**config.mk**
```make
export PLATFORM = sky130hd
export DESIGN_NAME = rxpoll_sequencer
export DESIGN_NICKNAME = d
export VERILOG_FILES = /design/src/rtl/rxpoll_pkg.sv /design/src/rtl/rxpoll_cfg_regs.sv /design/src/rtl/rxpoll_tick_timer.sv /design/src/rtl/rxpoll_phase_fsm.sv /design/src/rtl/rxpoll_sequencer.sv
export SDC_FILE = /design/constraint.sdc
export NUM_CORES = 1
export LEC_CHECK = 0
export BUFFER_PORTS_ARGS = -buffer_cell sky130_fd_sc_hd__clkbuf_2
export CAP_MARGIN = 0
export CORE_AREA = 2 2 191 146
export CTS_CLUSTER_SIZE = 14
export DETAILED_ROUTE_END_ITERATION = 10
export DIE_AREA = 0 0 193 148
export PLACE_DENSITY = 0.41
export SYNTH_ARGS = -nofsm -noshare
export SYNTH_HDL_FRONTEND = slang
export SYNTH_SLANG_ARGS = --single-unit
```
**constraint.sdc**
```tcl
create_clock -name clk -period 9.6 [get_ports clk]
set_input_delay 0 -clock clk [delete_from_list [all_inputs] [get_ports clk]]
set_output_delay 0 -clock clk [all_outputs]
set_load 0.05 [all_outputs]
```
**src/rtl/rxpoll_pkg.sv**
```systemverilog
package rxpoll_pkg;

  typedef enum logic [2:0] {
    PH_STBY  = 3'd0,
    PH_PLL   = 3'd1,
    PH_SIG   = 3'd2,
    PH_CHECK = 3'd3,
    PH_RECV  = 3'd4
  } phase_e;

  // upper two address bits select the register group
  localparam logic [1:0] GRP_STBY = 2'd0;
  localparam logic [1:0] GRP_PLL  = 2'd1;
  localparam logic [1:0] GRP_SIG  = 2'd2;

endpackage

```
**src/rtl/rxpoll_cfg_regs.sv**
```systemverilog
module rxpoll_cfg_regs
  import rxpoll_pkg::*;
#(
  parameter int unsigned CNT_W    = 16,
  parameter int unsigned RATE_W   = 2,
  parameter int unsigned STBY_RST = 4,
  parameter int unsigned PLL_RST  = 3,
  parameter int unsigned SIG_RST  = 2
) (
  input  logic              clk,
  input  logic              rst,
  input  logic              wr_en,
  input  logic [RATE_W+1:0] wr_addr,
  input  logic [CNT_W-1:0]  wr_data,
  input  phase_e            sel_phase,
  input  logic [RATE_W-1:0] sel_rate,
  output logic [CNT_W-1:0]  cur_lim
);

  localparam int unsigned NR = 1 << RATE_W;

  logic [1:0]        grp;
  logic [RATE_W-1:0] idx;
  logic [CNT_W-1:0]  stby_q;
  logic [NR-1:0][CNT_W-1:0] pll_vec;
  logic [NR-1:0][CNT_W-1:0] sig_vec;

  assign grp = wr_addr[RATE_W+1:RATE_W];
  assign idx = wr_addr[RATE_W-1:0];

  always_ff @(posedge clk) begin
    if (rst) begin
      stby_q <= CNT_W'(STBY_RST);
    end else if (wr_en && grp == GRP_STBY && idx == '0) begin
      stby_q <= wr_data;
    end
  end

  for (genvar g = 0; g < NR; g++) begin : g_rate
    logic [CNT_W-1:0] pll_r;
    logic [CNT_W-1:0] sig_r;
    always_ff @(posedge clk) begin
      if (rst) begin
        pll_r <= CNT_W'(PLL_RST);
        sig_r <= CNT_W'(SIG_RST);
      end else if (wr_en && idx == RATE_W'(g)) begin
        if (grp == GRP_PLL) pll_r <= wr_data;
        if (grp == GRP_SIG) sig_r <= wr_data;
      end
    end
    assign pll_vec[g] = pll_r;
    assign sig_vec[g] = sig_r;
  end

  always_comb begin
    case (sel_phase)
      PH_STBY: cur_lim = stby_q;
      PH_PLL:  cur_lim = pll_vec[sel_rate];
      PH_SIG:  cur_lim = sig_vec[sel_rate];
      default: cur_lim = '0;
    endcase
  end

  AST_CFG_HOLD: assert property (@(posedge clk) disable iff (rst)
    !wr_en |=> $stable(stby_q));

endmodule

```
**src/rtl/rxpoll_tick_timer.sv**
```systemverilog
module rxpoll_tick_timer #(
  parameter int unsigned CNT_W = 16
) (
  input  logic             clk,
  input  logic             rst,
  input  logic             tick,
  input  logic             timed,
  input  logic             clr,
  input  logic [CNT_W-1:0] lim,
  output logic             expire
);

  logic [CNT_W-1:0] cnt_q;
  logic [CNT_W:0]   cnt_nxt;

  assign cnt_nxt = {1'b0, cnt_q} + 1'b1;
  // a limit of zero expires on the first tick, same as one
  assign expire  = tick && timed && (cnt_nxt >= {1'b0, lim});

  always_ff @(posedge clk) begin
    if (rst || clr) begin
      cnt_q <= '0;
    end else if (tick && timed) begin
      cnt_q <= cnt_nxt[CNT_W-1:0];
    end
  end

  AST_NO_WRAP: assert property (@(posedge clk) disable iff (rst)
    cnt_q != '1);

endmodule

```
**src/rtl/rxpoll_phase_fsm.sv**
```systemverilog
module rxpoll_phase_fsm
  import rxpoll_pkg::*;
#(
  parameter int unsigned RATE_W = 2
) (
  input  logic              clk,
  input  logic              rst,
  input  logic [RATE_W-1:0] rate_sel,
  input  logic              expire,
  input  logic              chk_pass,
  input  logic              chk_fail,
  input  logic              data_done,
  output phase_e            phase,
  output logic [RATE_W-1:0] rate_q,
  output logic              timed,
  output logic              clr,
  output logic              chk_start,
  output logic              en
);

  phase_e phase_q, phase_n;

  always_comb begin
    phase_n = phase_q;
    case (phase_q)
      PH_STBY:  if (expire) phase_n = PH_PLL;
      PH_PLL:   if (expire) phase_n = PH_SIG;
      PH_SIG:   if (expire) phase_n = PH_CHECK;
      PH_CHECK: begin
        if (chk_fail)      phase_n = PH_STBY;
        else if (chk_pass) phase_n = PH_RECV;
      end
      PH_RECV:  if (data_done) phase_n = PH_STBY;
      default:  phase_n = PH_STBY;
    endcase
  end

  assign timed = (phase_q == PH_STBY) || (phase_q == PH_PLL) || (phase_q == PH_SIG);
  assign clr   = (phase_n != phase_q);
  assign phase = phase_q;

  always_ff @(posedge clk) begin
    if (rst) begin
      phase_q   <= PH_STBY;
      rate_q    <= '0;
      chk_start <= 1'b0;
      en        <= 1'b0;
    end else begin
      phase_q   <= phase_n;
      if (phase_q == PH_STBY && phase_n == PH_PLL) rate_q <= rate_sel;
      chk_start <= (phase_n == PH_CHECK) && (phase_q != PH_CHECK);
      en        <= 1'b1;
    end
  end

  AST_FAIL_EXIT: assert property (@(posedge clk) disable iff (rst)
    (phase_q == PH_CHECK && chk_fail) |=> phase_q == PH_STBY);
  AST_PASS_ENTRY: assert property (@(posedge clk) disable iff (rst)
    (phase_q == PH_CHECK && chk_pass && !chk_fail) |=> phase_q == PH_RECV);
  AST_DONE_EXIT: assert property (@(posedge clk) disable iff (rst)
    (phase_q == PH_RECV && data_done) |=> phase_q == PH_STBY);
  AST_CHK_ONE_CYCLE: assert property (@(posedge clk) disable iff (rst)
    chk_start |=> !chk_start);
  AST_RATE_HELD: assert property (@(posedge clk) disable iff (rst)
    (phase_q != PH_STBY) |=> $stable(rate_q));

endmodule

```
**src/rtl/rxpoll_sequencer.sv**
```systemverilog
module rxpoll_sequencer
  import rxpoll_pkg::*;
#(
  parameter int unsigned CNT_W    = 16,
  parameter int unsigned RATE_W   = 2,
  parameter int unsigned STBY_RST = 4,
  parameter int unsigned PLL_RST  = 3,
  parameter int unsigned SIG_RST  = 2
) (
  input  logic              clk,
  input  logic              rst,
  input  logic              tick_i,
  input  logic [RATE_W-1:0] rate_sel_i,
  input  logic              cfg_wr_i,
  input  logic [RATE_W+1:0] cfg_addr_i,
  input  logic [CNT_W-1:0]  cfg_data_i,
  input  logic              chk_pass_i,
  input  logic              chk_fail_i,
  input  logic              data_done_i,
  output logic              rx_enable_o,
  output logic              rx_receive_o,
  output logic              chk_start_o,
  output logic [2:0]        phase_o
);

  phase_e            phase;
  logic [RATE_W-1:0] rate_q;
  logic              timed, clr, expire, en;
  logic [CNT_W-1:0]  lim;

  rxpoll_cfg_regs #(
    .CNT_W(CNT_W), .RATE_W(RATE_W),
    .STBY_RST(STBY_RST), .PLL_RST(PLL_RST), .SIG_RST(SIG_RST)
  ) u_cfg (
    .clk(clk), .rst(rst), .wr_en(cfg_wr_i), .wr_addr(cfg_addr_i),
    .wr_data(cfg_data_i), .sel_phase(phase), .sel_rate(rate_q), .cur_lim(lim)
  );

  rxpoll_tick_timer #(.CNT_W(CNT_W)) u_tmr (
    .clk(clk), .rst(rst), .tick(tick_i), .timed(timed), .clr(clr),
    .lim(lim), .expire(expire)
  );

  rxpoll_phase_fsm #(.RATE_W(RATE_W)) u_fsm (
    .clk(clk), .rst(rst), .rate_sel(rate_sel_i), .expire(expire),
    .chk_pass(chk_pass_i), .chk_fail(chk_fail_i), .data_done(data_done_i),
    .phase(phase), .rate_q(rate_q), .timed(timed), .clr(clr),
    .chk_start(chk_start_o), .en(en)
  );

  assign phase_o      = phase;
  assign rx_enable_o  = en;
  assign rx_receive_o = (phase != PH_STBY);

  AST_TICK_GATES_WAITS: assert property (@(posedge clk) disable iff (rst)
    (!tick_i && phase_o <= 3'd2) |=> $stable(phase_o));
  AST_ENABLE_AFTER_RESET: assert property (@(posedge clk) disable iff (rst)
    $past(!rst) |-> rx_enable_o);

endmodule

```
# Yosys cells after proc, flatten, opt, wreduce, memory -nomap -nowiden
# Cells that the tools add are included.
[word_totals]
reg_bits = 167
in_bits = 29
output_inout_bits = 6
elab_cells = 68
[op_classes]
add_sub_neg = 1
magnitude_cmp = 2
eq_ne = 13
muxes = 13
reduce_logical = 25
[ops]
columns = ["cell", "count"]
rows = [
  ["16-bit binary-select mux with 2-bit select", 2],
  ["16-bit one-hot mux with 3 select lines", 1],
  ["16-bit two-way mux", 2],
  ["3-bit two-way mux", 6],
  ["16-bit by 1-bit adder with 17-bit output (second input constant)", 1],
  ["17-bit by 16-bit >= comparator with 1-bit output", 1],
  ["2-bit AND reduction", 8],
  ["3-bit one-hot mux with 5 select lines", 1],
  ["1-bit logical AND", 10],
  ["3-bit by 2-bit == test with 1-bit output (second input constant)", 3],
  ["2-bit == test (second input constant)", 3],
  ["3-bit by 1-bit == test with 1-bit output (second input constant)", 2],
  ["2-bit by 1-bit == test with 1-bit output (second input constant)", 2],
  ["2-bit zero test", 2],
  ["3-bit == test (second input constant)", 1],
  ["3-bit zero test", 1],
  ["1-bit logical OR", 3],
  ["2-bit by 3-bit < comparator with 1-bit output (second input constant)", 1],
  ["3-bit by 2-bit inequality test with 1-bit output (second input constant)", 1],
  ["3-bit inequality test", 1],
  ["3-bit nonzero test", 1],
  ["1-bit two-way mux", 1],
]

# Depth between registers and ports, before layout
# Gate-level depths: netlist of run 1.
[depth]
ltp_word = 9
depth_mapped = 16
depth_no_buf = 14

# Cells and area by module
# A second synthesis of run 1 with hierarchy kept.
[unflattened]
hier_cells = 988
area_unflattened_um2 = 8493.1
[by_module_without_submodules]
columns = ["module", "instances", "cells_per_inst", "area_each_um2", "seq_area_each_um2"]
rows = [
  ["rxpoll_cfg_regs", 1, 788, 6831.6, 2882.8],
  ["rxpoll_tick_timer", 1, 163, 1298.7, 320.3],
  ["rxpoll_phase_fsm", 1, 36, 356.6, 140.1],
  ["rxpoll_sequencer", 1, 1, 6.3, 0.0],
]

# Least setup slack after synthesis of run 1
# OpenSTA, ideal clock, no wires.
[synth_timing]
path_kind = "register -> register"
startpoint = "register u_fsm.phase_q[0] (netlist: u_fsm.phase[0])"
endpoint = "register u_tmr.cnt_q[7]"
setup_time_ns = 0.062
arrival_time_ns = 3.328
t_required_ns = 9.538
path_slack_ns = 6.210
path_stages_with_launch = 16
n_path_buf = 3
period_less_slack_ns = 3.390
cell_sequence = "dfxtp_1 > buf_2 > buf_2 > mux2i_1 > nor2_1 > a21oi_1 > or2_2 > ha_1 > a21o_1 > nand3_1 > a21oi_1 > o41a_1 > nor2_4 > o2111ai_4 > buf_8 > nor2_2"
[synth_between]
elab_chain_cells = 9
word_cells_on_any_way = 20
classes_between = "order compare (1); eq/ne (5); mux (8); reduce/logical (6)"
[synth_rtl]
columns = ["item", "line_no", "source"]
rows = [
  ["start, declared", "rxpoll_phase_fsm.sv:21", "phase_e phase_q, phase_n;"],
  ["start signal, assigned", "rxpoll_phase_fsm.sv:49", "phase_q <= phase_n;"],
  ["branches (longest 9 deep; another with 17-bit by 16-bit >= comparator with 1-bit output)", "n/a", ""],
  ["end signal, assigned", "rxpoll_tick_timer.sv:24", "cnt_q <= cnt_nxt[CNT_W-1:0];"],
  ["end, declared", "rxpoll_tick_timer.sv:13", "logic [CNT_W-1:0] cnt_q;"],
]
# Several ways; the timed one is not identified.
# A chain may end at the register's enable or synchronous reset.

# Worst setup path in the final report of run 1
[layout_timing]
startpoint = "register u_fsm.phase_q[1] (netlist: u_fsm.phase[1])"
endpoint = "register u_fsm.chk_start"
[layout_between]
elab_chain_cells = 9
word_cells_on_any_way = 21
classes_between = "order compare (1); eq/ne (6); mux (8); reduce/logical (6)"
[layout_rtl]
columns = ["item", "line_no", "source"]
rows = [
  ["branches (longest 8 deep; another with 17-bit by 16-bit >= comparator with 1-bit output)", "n/a", ""],
  ["1-bit logical AND *", "rxpoll_phase_fsm.sv:51", "chk_start <= (phase_n == PH_CHECK) && (phase_q != PH_CHECK);"],
  ["end signal, assigned", "rxpoll_phase_fsm.sv:51", ""],
  ["end, declared", "rxpoll_phase_fsm.sv:17", "output logic chk_start,"],
]
# Mark *: on every way between the ends.

==> results.json, run 1 <==
{
  "status": "finished clean",
  "p_leak_nw": 3.09,
  "grt_overflow_total": 0,
  "core_area_um2": 26700,
  "routed_wirelength_um": 23400,
  "crit_path_start": "u_fsm.phase[1]",
  "timing.hold.ws_ns": 0.0162,
  "clockBufferDepth": 2,
  "reg2regPathDepth": 12,
  "path_class": "flop to flop",
  "drv_slew": 0,
  "setup_viol": 0,
  "arrival_ns": 4.68,
  "seq_area_frac_synth_pct": 42.5,
  "boundaryPins": 35,
  "power_density_nw_per_um2": 169,
  "pwr-share-clk_pct": 42.3,
  "tns_ns": 0,
  "drc": 0,
  "vias": 6351,
  "startpoint_type": "flop",
  "netlist_area_um2": 7870,
  "synthDistinctLibCells": 47,
  "hold_start": "tick_i",
  "synth_ff_type": "dfxtp_1",
  "drive_gt1_share_pct": 16.0,
  "hpwl_um": 14800,
  "cts_post_setup_buffers_inserted": 0,
  "hp-class": "input pin to flop",
  "syn_inst": 959,
  "drt-initial-drc-count": 397,
  "async_flop_share_pct": 0,
  "skew_ns": 0.00784,
  "grt_pass1_vias": 6341,
  "syn_nets": 1005,
  "syn_area_per_cell_um2": 8.21,
  "nets": 1008,
  "dieArea_um2": 28600,
  "track_usage_pct": 17.4,
  "via_per_inst": 4.79,
  "wire_per_inst_um": 17.7,
  "h-tree-depth": 4,
  "ant_nets": 0,
  "ir_drop_v": 0.000124,
  "synth_edf_count": 0,
  "place_congestion": 0.731,
  "finalCritPeriodShare_pct": 45.4,
  "switching_share_pct": 26.4,
  "seqPwrFrac_pct": 47.3,
  "fmax_ghz": 0.229,
  "worst_slew_pin_slew_ns": 1.08,
  "crit_required_ns": 9.92,
  "cp_max_fo": 24,
  "combPwrFrac_pct": 10.4,
  "cp-end-kind": "flop",
  "start_util_pct": 29.5,
  "synth_seq_cells": 167,
  "fp.dieH_um": 148,
  "hold_viol": 0,
  "cts_root_buf": "clkbuf_16",
  "whs_path_depth": 4,
  "r2r_start": "u_fsm.phase[1]",
  "grt_setup_unrepaired": "false",
  "antenna_found_initial": 0,
  "rows": 52,
  "yosysWarningCount": 0,
  "cts.sinks": 167,
  "grt_max_degree": 86,
  "firstDrtPassIters": 5,
  "cts_buffers": 17,
  "antenna_cells": 0,
  "clk_latency_ns": 0.44,
  "clkTransAtPathRegs_ns": 0.06,
  "min_period_ns": 4.36,
  "maxCapViolCount": 0,
  "power_switching_mw": 0.400,
  "cts_tree": "done",
  "die_w_um": 193,
  "io_buffers": 34,
  "internal-power_mw": 1.12,
  "area_growth_pct": 14.3,
  "relSlewSlack_pct": 28.2,
  "grt_first_pass_wirelength_um": 37300
}
layout by cell type (no fill, tap or decap), drive strengths merged, types with 18 or more instances in the layout:
master / count
a21oi: 156
clkbuf: 56
dfxtp: 167
dlygate4sd3: 23
mux2i: 18
mux4: 32
nand2: 312
nand3: 22
nor2: 53
or2: 22
what timing repair did:
item                                   in CTS  in global routing
gates resized for setup                     0                  0
hold buffers                               23                  0
endpoints found under the hold margin     150                  0
logic make-up after synthesis:
group / share of synthesized area (%)
buffers and inverters: 4.24
multiplexers: 11.4
AO/OA/AOI/OAI: 11.6
flip-flops: 42.5
XOR/XNOR: 3.23
adder cells (fa/ha/maj): 2.70
AND/OR/NAND/NOR: 24.3
worst paths after layout:
path                                             endpoint  slack (ns)
worst max-delay path                      u_fsm.chk_start        5.24
worst min-delay path                       u_fsm.phase[0]        0.02
worst max register to register            u_fsm.chk_start        5.24
worst min register to register  u_cfg.g_rate[3].sig_r[15]        0.45
power groups by stage:
stage,clock network (mW),logic (mW),registers (mW)
2_1_floorplan,0,0.115,0.729
3_3_place_gp,0,0.154,0.735
3_5_place_dp,0,0.153,0.735
4_1_cts,0.661,0.160,0.719
5_1_grt,0.685,0.174,0.721
6_report,0.642,0.158,0.719
per-stage QoR:
stage	power, mW	util, %	cells	setup slack [ns]	cell area [µm²]
2_1_floorplan	0.844	-	959	6.21	7870
3_3_place_gp	0.889	30.9	1271	5.49	8230
3_5_place_dp	0.888	30.9	1271	5.56	8230
4_1_cts	1.54	33.7	1325	5.25	9000
5_1_grt	1.58	33.7	1325	4.90	9000
6_report	1.52	33.7	1325	5.24	9000
registers in the layout (all words and copies together) (netlist names):
signal              count
u_cfg.g_rate.pll_r     64
u_cfg.stby_q           16
u_cfg.g_rate.sig_r     64
u_fsm.chk_start         1
u_fsm.rate_q            2
u_tmr.cnt_q            16
u_fsm.phase             3
u_fsm.en                1
area by class of cell:
class,instances,area (µm²)
well taps,351,439
inverters,3,11.3
fillers,2839,17700
multi-input cells,710,4220
repair buffers,63,448
clock inverters,8,48.8
flip-flops and latches,167,3350
clock buffers,23,488
per-layer routing:
metal / global-route usage [%] / share of wire, %
met1: 25.8 / 52
met3: 3.61 / 4.3
met2: 25.6 / 42
met4: 4.24 / 0.99
met5: 0 / 0
Yosys cell counts (all sizes together), types with 2 or more instances:
library cell / instances / area [µm²]
or2: 22 / 138
nand4: 6 / 43.8
clkbuf: 67 / 251
nor3: 6 / 46.3
or3: 4 / 25.0
o21ai: 6 / 30.0
buf: 12 / 71.3
inv: 2 / 7.51
a21o: 2 / 15.0
a211oi: 2 / 25.0
dfxtp: 167 / 3340
mux4: 32 / 721
nand2: 312 / 1170
a21oi: 156 / 785
xnor2: 12 / 105
ha: 17 / 213
nor2: 53 / 231
mux2i: 18 / 180
xor2: 17 / 149
nand3b: 3 / 22.5
and3: 3 / 25.0
nand3: 22 / 115
nand2b: 7 / 43.8
worst max-delay path, stage by stage, from the launching register on:
cell	delay, ns
dfxtp_1	0.96
nand2b_1	0.16
inv_1	0.51
a21oi_1	0.20
or2_2	0.32
ha_1	0.29
o21ai_0	0.17
nor2_1	0.06
o41a_1	0.47
o21ai_1	0.23
o32a_1	0.22
a211oi_2	0.07
dlygate4sd3_1	0.56
Power figures use the tool's default switching activity.
==> inputs of run 2 (changes only) <==
==> constraint.sdc (replaced) <==
create_clock -name clk -period 4.6 [get_ports clk]
set_input_delay 0 -clock clk [delete_from_list [all_inputs] [get_ports clk]]
set_output_delay 0 -clock clk [all_outputs]
set_load 0.05 [all_outputs]
==> run 2 against run 1 <==
- sequential power rose by 110%
- largest cell class unchanged
- sequential share of layout area fell by 0.39 points
- highest routed layer unchanged
- setup slack worse by 4.3 ns
==> results.json, run 2 (synthesis results as in run 1) <==
{
  "status": "finished clean",
  "hp-class": "input pin to flop",
  "antenna_found_initial": 0,
  "cpMostUsedCell": "a21oi_1",
  "antenna_cells": 0,
  "drc": 0,
  "hold_start": "tick_i",
  "nets": 1017,
  "r2r_slack_ns": 0.95,
  "r2r_start": "u_fsm.phase[0]",
  "wire_per_inst_um": 17.5,
  "cts_buffers": 17,
  "power_switching_mw": 0.838,
  "combPwrFrac_pct": 10.4,
  "vias": 6422,
  "power_density_nw_per_um2": 356,
  "drive_gt1_share_pct": 16.7,
  "p_leak_nw": 3.14,
  "grt_pass1_vias": 6271,
  "fp.dieH_um": 148,
  "cp-end-kind": "flop",
  "final_common_cell": "nand2_1",
  "crit_required_ns": 4.96,
  "seqPwrFrac_pct": 46.6,
  "hpwl_um": 15400,
  "arrival_ns": 4.01,
  "finalCritPeriodShare_pct": 79.4,
  "start_util_pct": 29.5,
  "crit_path_start": "u_fsm.phase[0]",
  "drv_slew": 0,
  "design_power_total_mw": 3.24,
  "ir_drop_v": 0.000278,
  "place_area_um2": 8310,
  "worst_slew_pin_slew_ns": 0.979,
  "clk_latency_ns": 0.44,
  "grt_first_pass_wirelength_um": 37100,
  "h-tree-depth": 4,
  "min_to": "u_fsm.chk_start",
  "reg2regPathDepth": 11,
  "io_buffers": 34,
  "grt_overflow_total": 0,
  "min_period_ns": 3.65,
  "boundaryPins": 35,
  "final_cell_mix": "312 x nand2_1, 165 x dfxtp_1, 155 x a21oi_1, 37 x nor2_1, 33 x clkbuf_2",
  "hold_viol": 0,
  "cts_root_buf": "clkbuf_16",
  "grt_max_degree": 76,
  "clockBufferDepth": 2,
  "drt-initial-drc-count": 321,
  "area_growth_pct": 15.5,
  "critical-path-max-stage-delay_ns": 0.54,
  "slowest_stage": "dfxtp_1",
  "setup_viol": 0,
  "clkTransAtPathRegs_ns": 0.06,
  "ant_nets": 0,
  "stdcell_area_um2": 9100,
  "rows": 52,
  "stdcell_count": 1334,
  "via_per_inst": 4.81,
  "fmax_ghz": 0.274,
  "grt_setup_unrepaired": "false",
  "dp.cells": 1280,
  "firstDrtPassIters": 6,
  "internal-power_mw": 2.40,
  "cts_tree": "done",
  "dieArea_um2": 28600,
  "routed_wirelength_um": 23400,
  "post_cts_resize_count": 0,
  "die_w_um": 193,
  "core_area_um2": 26700,
  "path_class": "flop to flop",
  "largest_registers": "u_cfg.g_rate.pll_r x64, u_cfg.g_rate.sig_r x64",
  "pwr-share-clk_pct": 43.0,
  "r2r-end": "u_tmr.cnt_q[1]",
  "tns_ns": 0,
  "track_usage_pct": 17.3,
  "skew_ns": 0.00951,
  "relSlewSlack_pct": 34.7,
  "switching_share_pct": 25.9,
  "whs_path_depth": 4,
  "worstPathCellList": "nand2b_1, inv_1, a21oi_1, or2_2, ha_1, a21oi_1, a21oi_1, o41a_1, nor2_4, o2111ai_4, a21oi_1",
  "startpoint_type": "flop",
  "cp_max_fo": 16,
  "place_congestion": 0.698,
  "cts.sinks": 167,
  "maxCapViolCount": 0
}
## run 2: power by group through the flow
stage | sequential, mW | clock, mW | combinational [mW]
after floorplan | 1.52 | 0 | 0.240
after global placement | 1.54 | 0 | 0.328
after detailed placement | 1.54 | 0 | 0.327
after CTS | 1.51 | 1.44 | 0.341
after global routing | 1.51 | 1.50 | 0.370
final | 1.51 | 1.39 | 0.337
## run 2: what timing repair did
action	CTS	global route
setup buffers	0	0
endpoints found under the hold margin	150	0
hold buffers	23	0
## run 2: worst max-delay path by stage
stage | slack [ns] | endpoint
floorplan | 1.21 | u_tmr.cnt_q[7]
global placement | 0.99 | u_tmr.cnt_q[1]
detailed placement | 0.93 | u_tmr.cnt_q[1]
CTS | 0.91 | u_tmr.cnt_q[1]
global route | 0.68 | u_tmr.cnt_q[1]
finish | 0.95 | u_tmr.cnt_q[1]
## run 2: metrics by stage
stage	hold slack (ns)	utilization (%)	setup slack (ns)
CTS	0.0273	34.1	0.908
global route	0.0818	34.1	0.680
global placement	0.305	31.1	0.991
detailed placement	0.294	31.1	0.930
floorplan	0.142	-	1.21
finish	0.0580	34.1	0.949
## run 2: worst max-delay path: cells and delay by family, from the launching register on
kind,cells,cell delay (ns)
flip-flops,1,0.54
AND/OR/NAND/NOR,3,0.83
adder cells (fa/ha/maj),1,0.32
AO/OA/AOI/OAI,6,1.43
buffers and inverters,1,0.47
## run 2: area by class of cell
cell class | count | area, µm²
fill | 2827 | 17600
multi-input combinational | 710 | 4220
clock inverter | 8 | 72.6
sequential | 167 | 3350
timing repair buffer | 72 | 515
tap | 351 | 439
clock buffer | 23 | 488
inverter | 3 | 11.3
## run 2: routing by layer
| metal | part of all wire [%] | track usage (%) | up-vias |
|---|---|---|---|
| met5 | 0 | 0 | - |
| met4 | 0.89 | 4.43 | 0 |
| met3 | 3.6 | 3.04 | 15 |
| met2 | 43 | 25.0 | 100 |
| met1 | 53 | 26.2 | 3077 |
| li1 | - | - | 3230 |
==> inputs of run 3 (changes only) <==
--- a/config.mk
+++ b/config.mk
@@ -11,7 +11,7 @@
 export CTS_CLUSTER_SIZE = 14
 export DETAILED_ROUTE_END_ITERATION = 10
 export DIE_AREA = 0 0 193 148
-export PLACE_DENSITY = 0.41
+export PLACE_DENSITY = 0.43
 export SYNTH_ARGS = -nofsm -noshare
 export SYNTH_HDL_FRONTEND = slang
 export SYNTH_SLANG_ARGS = --single-unit
==> constraint.sdc (replaced) <==
create_clock -name clk -period 3 [get_ports clk]
set_input_delay 0 -clock clk [delete_from_list [all_inputs] [get_ports clk]]
set_output_delay 0 -clock clk [all_outputs]
set_load 0.05 [all_outputs]
==> run 3 against run 2 <==
- the run now ends with setup timing left
- routed wire length up 1.7%
- power up 65%
- flip-flop and latch count unchanged
- sequential power up 51%
- largest power group is now clock
- global-route usage down 0.095 points
- combinational power up 110%
==> results.json, run 3 (synthesis results as in run 1) <==
{
  "hp-class": "input pin to flop",
  "cpLargestDelayFamily": "compound AO/OA/AOI/OAI gates",
  "min_to": "u_cfg.stby_q[3]",
  "relSlewSlack_pct": 38.8,
  "met3_length_um": 811,
  "place_congestion": 0.759,
  "drv_slew": 0,
  "clockBufferDepth": 2,
  "worstPathCellList": "buf_12, mux4_2, mux2i_1, nor2_1, a21oi_2, or2_4, ha_4, a211oi_2, nor2_1, o41a_1, nor2_4, o2111ai_4, clkbuf_16, nor2_4",
  "wl_met1_um": 12800,
  "grt_setup_unrepaired": "true",
  "track_usage_pct": 17.2,
  "clk_latency_ns": 0.44,
  "status": "finished with violations",
  "fmax_ghz": 0.306,
  "startpoint_type": "flop",
  "critical-path-max-stage-delay_ns": 0.49,
  "grt_max_degree": 79,
  "drive_gt1_share_pct": 23.8,
  "h-tree-depth": 4,
  "largest_registers": "u_cfg.g_rate.pll_r x64, u_cfg.g_rate.sig_r x64",
  "fin_util_pct": 37.3,
  "fp.dieH_um": 148,
  "cp-end-kind": "flop",
  "area_growth_pct": 26.4,
  "rows": 52,
  "cts_buffers": 17,
  "r2r-end": "u_tmr.cnt_q[11]",
  "setup_ws_ns": -0.264,
  "top_layer": "met4",
  "hold_start": "cfg_addr_i[2]",
  "design_power_total_mw": 5.34,
  "critPathBufInv": 2,
  "reg2regPathDepth": 14,
  "whs_path_depth": 5,
  "io_buffers": 34,
  "setup_viol": 21,
  "ant_nets": 0,
  "die_w_um": 193,
  "p_leak_nw": 3.50,
  "min_period_ns": 3.26,
  "wire_per_inst_um": 17.2,
  "drc": 0,
  "cts_root_buf": "clkbuf_16",
  "cts.sinks": 167,
  "arrival_ns": 3.65,
  "slowest_stage": "mux4_2",
  "cts_tree": "done",
  "final_common_cell": "nand2_1",
  "nets": 1063,
  "crit_required_ns": 3.38,
  "path_class": "flop to flop",
  "start_util_pct": 29.5,
  "boundaryPins": 35,
  "dieArea_um2": 28600,
  "dp.cells": 1316,
  "finalCritPeriodShare_pct": 109,
  "grt_pass1_vias": 6437,
  "core_area_um2": 26700,
  "cp_max_fo": 6,
  "vias": 6652,
  "drt-initial-drc-count": 358,
  "antenna_cells": 0,
  "clkTransAtPathRegs_ns": 0.07,
  "grt_overflow_total": 0,
  "violations": "setup timing",
  "met2_length_um": 9980,
  "firstDrtPassIters": 5,
  "r2r_slack_ns": -0.26,
  "grt_first_pass_wirelength_um": 37200,
  "final_cell_mix": "312 x nand2_1, 163 x dfxtp_1, 143 x a21oi_1, 46 x buf_4, 37 x nor2_1",
  "hpwl_um": 15600,
  "routed_wirelength_um": 23800,
  "maxCapViolCount": 0,
  "stdcell_count": 1381,
  "r2r_start": "u_fsm.rate_q[1]",
  "antenna_found_initial": 0,
  "skew_ns": 0.00913,
  "via_per_inst": 4.82,
  "hold_viol": 0,
  "fillers": 2743,
  "power_density_nw_per_um2": 537,
  "ir_drop_v": 0.000418,
  "worst_slew_pin_slew_ns": 0.915
}
[run 3: worst register-to-register path, cell delays in order, from the launching register on]
cell       delay (ns)
dfxtp_4          0.39
buf_12           0.13
mux4_2           0.50
mux2i_1          0.19
nor2_1           0.08
a21oi_2          0.12
or2_4            0.14
ha_4             0.19
a211oi_2         0.17
nor2_1           0.06
o41a_1           0.48
nor2_4           0.19
o2111ai_4        0.23
clkbuf_16        0.27
nor2_4           0.07
[run 3: worst max path at each step]
stage,from,end,slack [ns],cells after the start
2_1_floorplan,u_fsm.rate_q[1],u_tmr.cnt_q[7],0.02,14
3_3_place_gp,u_fsm.rate_q[1],u_fsm.chk_start,-0.36,15
3_5_place_dp,u_fsm.rate_q[1],u_fsm.phase[0],-0.31,16
4_1_cts,u_fsm.rate_q[1],u_fsm.chk_start,-0.20,15
5_1_grt,u_fsm.rate_q[1],u_tmr.cnt_q[8],-0.40,14
6_report,u_fsm.rate_q[1],u_tmr.cnt_q[11],-0.26,14
[run 3: area by class of cell]
type | instances | area [µm²] | area share (%)
Tap cell | 351 | 439 | 4.42
Inverter | 3 | 11.3 | 0.113
Clock buffer | 21 | 470 | 4.73
Clock inverter | 11 | 146 | 1.47
Sequential cell | 167 | 3360 | 33.7
Timing Repair Buffer | 118 | 1010 | 10.1
Multi-Input combinational cell | 710 | 4520 | 45.4
[run 3: routing by layer]
layer  track usage (%)  vias up
met2              24.8      110
li1                  -     3320
met3              3.25       13
met1              26.0     3209
met5                 0        -
met4              4.24        0
[run 3: metrics by stage]
step | TNS (ns) | hold slack, ns | setup slack (ns) | instance area [µm²]
after floorplan | 0 | 0.142 | 0.0216 | 7900
after global placement | -5.05 | 0.252 | -0.360 | 8660
after detailed placement | -5.30 | 0.249 | -0.314 | 8660
after CTS | -3.55 | 0.101 | -0.199 | 9640
after global routing | -7.70 | 0.111 | -0.400 | 9950
final | -4.83 | 0.123 | -0.264 | 9950
[run 3: what timing repair did]
action,in CTS,in global routing
gates resized for setup,24,47
pin swaps,3,33
cloned,0,1
endpoints found under the hold margin,150,0
endpoints found under the setup margin,21,21
hold buffers,23,0
setup buffers,3,7
[run 3: where the power goes]
group	leakage, nW	switching (mW)	internal (mW)
Combinational	1.84	0.395	0.329
Clock	0.307	0.955	1.38
Sequential	1.35	0.0276	2.26
Total	3.50	1.38	3.96
